--- config.mk ---
export PLATFORM = sky130hd
export DESIGN_NAME = frame_match_xlate
export DESIGN_NICKNAME = d
export VERILOG_FILES = /design/src/rtl/frame_match_xlate.sv
export SDC_FILE = /design/constraint.sdc
export NUM_CORES = 1
export LEC_CHECK = 0
export BUFFER_PORTS_ARGS = -buffer_cell sky130_fd_sc_hd__buf_4
export CORE_MARGIN = 2
export CORE_UTILIZATION = 30
export CTS_CLUSTER_SIZE = 40
export DETAILED_ROUTE_END_ITERATION = 6
export PLACE_DENSITY = 0.44
export SKIP_CTS_REPAIR_TIMING = 1
export SYNTH_ARGS = -nofsm -noshare
export SYNTH_HDL_FRONTEND = slang
export SYNTH_SLANG_ARGS = --single-unit
--- constraint.sdc ---
create_clock -name clk -period 4.1 [get_ports clk]
set_input_delay 0.41 -clock clk [delete_from_list [all_inputs] [get_ports clk]]
set_output_delay 0.41 -clock clk [all_outputs]
set_load 0.05 [all_outputs]
--- src/rtl/frame_match_xlate.sv ---
module frame_match_xlate #(
  parameter int FRAMES = 32,
  parameter int OFF_W  = 9,
  parameter int PAGES  = 192,
  parameter int VPN_W  = $clog2(PAGES),
  parameter int FR_W   = $clog2(FRAMES),
  parameter int VA_W   = VPN_W + OFF_W,
  parameter int PA_W   = FR_W + OFF_W
) (
  input  logic             clk,
  input  logic             rst_n,
  input  logic             req_valid,
  output logic             req_ready,
  input  logic [VA_W-1:0]  req_addr,
  input  logic             wr_en,
  input  logic [FR_W-1:0]  wr_frame,
  input  logic [VPN_W-1:0] wr_page,
  input  logic             wr_present,
  output logic             rsp_valid,
  output logic             rsp_hit,
  output logic             rsp_fault,
  output logic             rsp_multi,
  output logic             rsp_wb,
  output logic [FR_W-1:0]  rsp_frame,
  output logic [PA_W-1:0]  rsp_paddr
);

  logic [VPN_W-1:0]  page_q [FRAMES];
  logic [FRAMES-1:0] present_q, use_q, match, use_nx;

  wire [VPN_W-1:0] req_page = req_addr[VA_W-1:OFF_W];
  wire [OFF_W-1:0] req_off  = req_addr[OFF_W-1:0];
  wire             in_range = 32'(req_page) < PAGES;
  wire             accept   = req_valid && req_ready;

  assign req_ready = !wr_en;

  for (genvar i = 0; i < FRAMES; i++) begin : g_cmp
    assign match[i] = present_q[i] && in_range && (page_q[i] == req_page);
  end

  function automatic logic [FR_W-1:0] lowest(input logic [FRAMES-1:0] v);
    lowest = '0;
    for (int k = FRAMES - 1; k >= 0; k--)
      if (v[k]) lowest = FR_W'(k);
  endfunction

  wire              any_hit  = |match;
  wire              multi    = |(match & (match - 1'b1));
  wire [FR_W-1:0]   hit_idx  = lowest(match);
  wire              any_free = ~&present_q;
  wire [FR_W-1:0]   free_idx = lowest(~present_q);
  wire [FR_W-1:0]   vict_idx = lowest(~use_q);

  always_comb begin
    use_nx = use_q;
    if (accept && any_hit) use_nx[hit_idx] = 1'b1;
    if (wr_en) use_nx[wr_frame] = wr_present;
    if (&use_nx) use_nx = '0;
  end

  always_ff @(posedge clk) begin
    if (!rst_n) begin
      present_q <= '0;
      use_q     <= '0;
    end else begin
      use_q <= use_nx;
      if (wr_en) present_q[wr_frame] <= wr_present;
    end
  end

  always_ff @(posedge clk) begin
    if (wr_en && wr_present) page_q[wr_frame] <= wr_page;
  end

  always_ff @(posedge clk) begin
    if (!rst_n) begin
      rsp_valid <= 1'b0;
      rsp_hit   <= 1'b0;
      rsp_fault <= 1'b0;
      rsp_multi <= 1'b0;
      rsp_wb    <= 1'b0;
      rsp_frame <= '0;
      rsp_paddr <= '0;
    end else begin
      rsp_valid <= accept;
      if (accept) begin
        rsp_hit   <= any_hit;
        rsp_fault <= !any_hit;
        rsp_multi <= multi;
        rsp_wb    <= !any_hit && !any_free;
        rsp_frame <= any_hit ? hit_idx : (any_free ? free_idx : vict_idx);
        rsp_paddr <= any_hit ? {hit_idx, req_off} : '0;
      end
    end
  end

endmodule

# After elaboration in Yosys (flattened, before gate mapping)
# Memory sizes are Yosys's and may differ from the RTL's.
# Cells that the tools add are included.
# Widths: inputs -> output; s select.
# op_classes
add_sub_neg,1
eq_ne,32
n_lt_le_gt_ge,5
bitwise_logic,5
mux,109
n_reduce_logical,77
# ops
cell,count
$mux 5,98
$eq 8x8->1,32
$logic_and 1x1->1,70
$bwmux 32,2
$mux 32,2
$not 32->32,2
$reduce_and 32->1,2
$reduce_or 32->1,2
$and 32x32->32,1
$or 32x32->32,1
$sub 32x1->32 const B,1
$mux 14,1
$lt 5x6->1 const B,2
$demux 1 s5,2
$ge 5x1->1 const B,2
$lt 8x8->1 const B,1
$mux 1,4
$logic_not 1->1,2
$reduce_or 2->1,1
$not 1->1,1
# word_totals
n_memories,1
in_bits,35
mem_bits_rw,256
reg_bits,88
out_inout_bits,25
# mem_list
name,words,width,rd,rd_clocked_by_memory_dff,wr,line,text
page_q,32,8,32,0,1,28,logic [VPN_W-1:0] page_q [FRAMES];

# Longest topological paths before layout
# depth
depth_word,45
mapped_depth,17
mapped_depth_nobuf,12

# Worst setup path before layout
# Ideal clock, no wire load.
# synth_path
path_type,input to register
startpoint,in req_addr[12]
endpoint,reg use_q[15]
cell_stages,16
arrival_ns,3.652
n_path_buf,4
setup_slack_ns,0.316
t_required_ns,3.968
path_cell_list,buf_2 > buf_6 > buf_6 > xnor2_2 > nand4_1 > or4_4 > nand2_2 > o21ai_1 > a31o_2 > a2111oi_4 > nand4b_1 > a222oi_1 > nand4b_1 > nor4_4 > buf_6 > nor3_1
# synth_via
elab_chain_len,45
word_cells_on_any_way,142
classes_between,order compare (3); eq/ne (32); mux (37); bitwise (1); reduce/logical (69)
# synth_lines
item,line,text
start: declaration,14,"input logic [VA_W-1:0] req_addr,"
$lt 8x8->1,33,wire in_range = 32'(req_page) < PAGES;
$logic_and 1x1->1 (2 in a row),39,assign match[i] = present_q[i] && in_range && (page_q[i] == req_page);
$mux 5 (32 in a row),45,if (v[k]) lowest = FR_W'(k);
$lt 5x6->1 (implied by the code) or $ge 5x1->1 (tied branches),57,if (accept && any_hit) use_nx[hit_idx] = 1'b1;
$logic_and 1x1->1 (implied by the code),57,
$mux 1 (implied by the code),57,
$demux 1 s5,57,
$or 32x32->32 (no line),-,
$mux 32 (*),57,
$bwmux 32,58,if (wr_en) use_nx[wr_frame] = wr_present;
$mux 32 (*),58,
$reduce_and 32->1,59,if (&use_nx) use_nx = '0;
$reduce_or 2->1 (no line),-,
end signal: assignment,67,use_q <= use_nx;
end: declaration,29,"logic [FRAMES-1:0] present_q, use_q, match, use_nx;"
# Every way passes the cells marked *; elsewhere a longest branch is shown, timed or not.
# A chain may end at the register's enable or synchronous reset.

==> results.toml <==
[run_status]
status = "completed"

[synth]
syn_avg_cell_area_um2 = 10.9
yosys_warnings = 0
synth_nets = 1566
ys_seq_area_share_pct = 56.6
synth_cell_type_count = 83
synth_seq_cells = 344
synth_area_leaders = "edfxtp_1, dfxtp_1, xnor2_1"
synthCells = 1531
yosysMostFrequentCell = "edfxtp_1"
yosysTopAreaCell = "edfxtp_1"
synth_edf_count = 256
async_flop_share_pct = 0
synth_ff_type = "edfxtp_1"
yosys.area.top_type_share_pct = 46.1
syn_area_um2 = 16700
ys_top_cells_by_count = "edfxtp_1, xnor2_1, nand2_1"

[sta]
fmax_mhz = 259
tightest_slew_ns = 1.20
finalWorstSetupSlack_ns = 0.239
hold_viol_final = 0
slew_viol_final = 0
finClkSkew_ns = 0.0207
finalSetupViolCount = 0
period_minus_slack_ns = 3.86
finalCritPeriodShare_pct = 94.2
max_slew_margin_pct = 19.7
rsz0062_at_grt = "false"

[global_route]
grt_pass1_wl_mm = 86.1
gr-total-overflow = 0
grt_pass1_vias = 12763
track_usage_pct = 20.6
grt_antenna_before_repair = 1
grt_max_degree = 60

[layout]
post-route-util_pct = 37.6
area.growth.synth_to_final_pct = 24.1
n_antenna_cell = 0
area.sequential_um2 = 9450
fillers = 5610
drive_gt1_share_pct = 19.5
multi_input_area_um2 = 6660
design_area_um2 = 20700
nets = 1805

[worst_setup_path]
required_ns = 4.48
rrSetupSlack_ns = 0.24
cp-start-kind = "register"
cp.arrival_ns = 4.25
worstSetupPathType = "register to register"
crit_path_max_fanout = 32
endpoint_kind = "register"

[clocking]
numCtsBuffers = 41
clkTransAtPathRegs_ns = 0.06
cts_tree = "yes"
clockRootBuffer = "clkbuf_16"
clock_latency_ns = 0.57
h-tree-depth = 2
cts.sinks = 344
cts_buffer_depth = 3

[place]
dpl_cell_area_um2 = 19400
pre_cts_slack_ns = -0.495
routabilityCongestion = 0.910
dp_hpwl_mm = 42.8
portBuffers = 59

[routing]
drt_drc_violations_left = 0
wl_per_cell_um = 23.2
drt_iter0_drc = 948
vias = 12817
drtPass1Iterations = 6
via_per_inst = 5.03
drt_wl_total_mm = 59.1
ant_nets = 0

[power]
combPwrFrac_pct = 6.7
internal_power_mw = 6.11
power.leakage_nw = 7.14
p_per_area_nw_per_um2 = 384
ir_drop_uv = 315
power_mw = 7.96
swShare_pct = 23.3
switching_power_mw = 1.85
clkPwrFrac_pct = 45.9
p_seq_share_pct = 47.5

[floorplan]
die_area_um2 = 57500
io_pins = 60
core_area_um2 = 55100
die_w_um = 240
start_util_pct = 30.3
fp.dieH_um = 240
placement_rows = 86

[worst_hold_path]
hold_path.class = "input pin to register"

[job]
cap_viol_max_count = 0
-- layout by cell type, fill, tap and decap left out, drive strengths merged, types with 4 or more instances in the layout --
cell type	synthesis	layout
nand2	154	154
dfxtp	88	88
nand4b	5	5
a211oi	4	4
o211ai	11	11
a21oi	91	91
a31oi	19	19
nor2b	5	5
o211a	4	4
and4	4	4
or4	12	12
inv	39	42
nor2	132	132
nor4	28	28
o22ai	4	4
edfxtp	256	256
a21boi	9	9
nand4	65	65
clkbuf	28	52
xnor2	186	186
nor3b	4	4
clkinv	0	10
and3	26	26
bufinv	0	4
o21a	4	4
or3	14	14
o2111ai	4	4
buf	42	266
nor3	40	40
o21ai	72	72
xor2	41	41
nand2b	19	19
nand3	60	60
and2	4	4
-- state kept, by name, indices dropped and copies added (netlist names) --
| name | cells |
|---|---|
| page_q | 256 |
| present_q | 32 |
| rsp_fault | 1 |
| rsp_frame | 5 |
| rsp_hit | 1 |
| rsp_multi | 1 |
| rsp_paddr | 14 |
| rsp_valid | 1 |
| rsp_wb | 1 |
| use_q | 32 |
-- area by class of cell --
class	count	share of cell area (%)
Clock inverter	19	1.07
Timing Repair Buffer	266	10.6
Multi-Input combinational cell	1078	32.2
Clock buffer	52	5.30
Tap cell	748	4.52
Inverter	39	0.707
Sequential cell	344	45.6
-- per-layer routing --
metal	part of all wire [%]	global-route usage, %
met3	4.8	3.20
met1	45	27.7
met4	2.4	6.12
met5	0	0
met2	48	34.4
-- metrics by stage --
step,cells,TNS (ns),hold slack [ns]
after floorplan,1531,0,0.472
after global placement,2475,-11.75,0.441
after detailed placement,2475,-13.84,0.449
after CTS,2546,0,0.0895
after global routing,2546,0,0.102
final,2546,0,0.117
-- path summary, 6_finish.rpt --
path	startpoint	endpoint	depth (start not counted)
worst min-delay path	req_addr[4]	rsp_paddr[4]	3
worst max-delay path	page_q[18][2]	use_q[26]	16
worst max register to register	page_q[18][2]	use_q[26]	16
worst min register to register	rsp_paddr[4]	rsp_paddr[4]	2
-- logic make-up after synthesis --
logic type	share of synthesized area, %
flip-flops	56.6
AO/OA/AOI/OAI	9.69
adder cells (fa/ha/maj)	0.120
multiplexers	0.255
buffers and inverters	3.55
AND/OR/NAND/NOR	17.8
XOR/XNOR	12.0
-- power by group through the flow --
stage	logic [mW]	registers (mW)	clock network [mW]
6_report	0.529	3.78	3.65
5_1_grt	0.570	3.78	3.88
4_1_cts	0.533	3.78	3.75
3_5_place_dp	0.531	3.85	0
3_3_place_gp	0.531	3.85	0
2_1_floorplan	0.276	3.86	0
-- worst max-delay path: stages, from the launching register on --
cell       delay, ns
edfxtp_1        0.38
xnor2_1         0.14
nand4_1         0.13
nor4_1          0.08
buf_4           0.15
buf_4           0.12
nor4_2          0.36
buf_4           0.18
and2_1          0.16
nand3_2         0.13
a2111oi_4       0.41
nand4b_1        0.20
a222oi_1        0.37
nand4b_1        0.20
nor4_4          0.35
buf_12          0.23
a311oi_1        0.07
(Power assumes the default switching activity.)
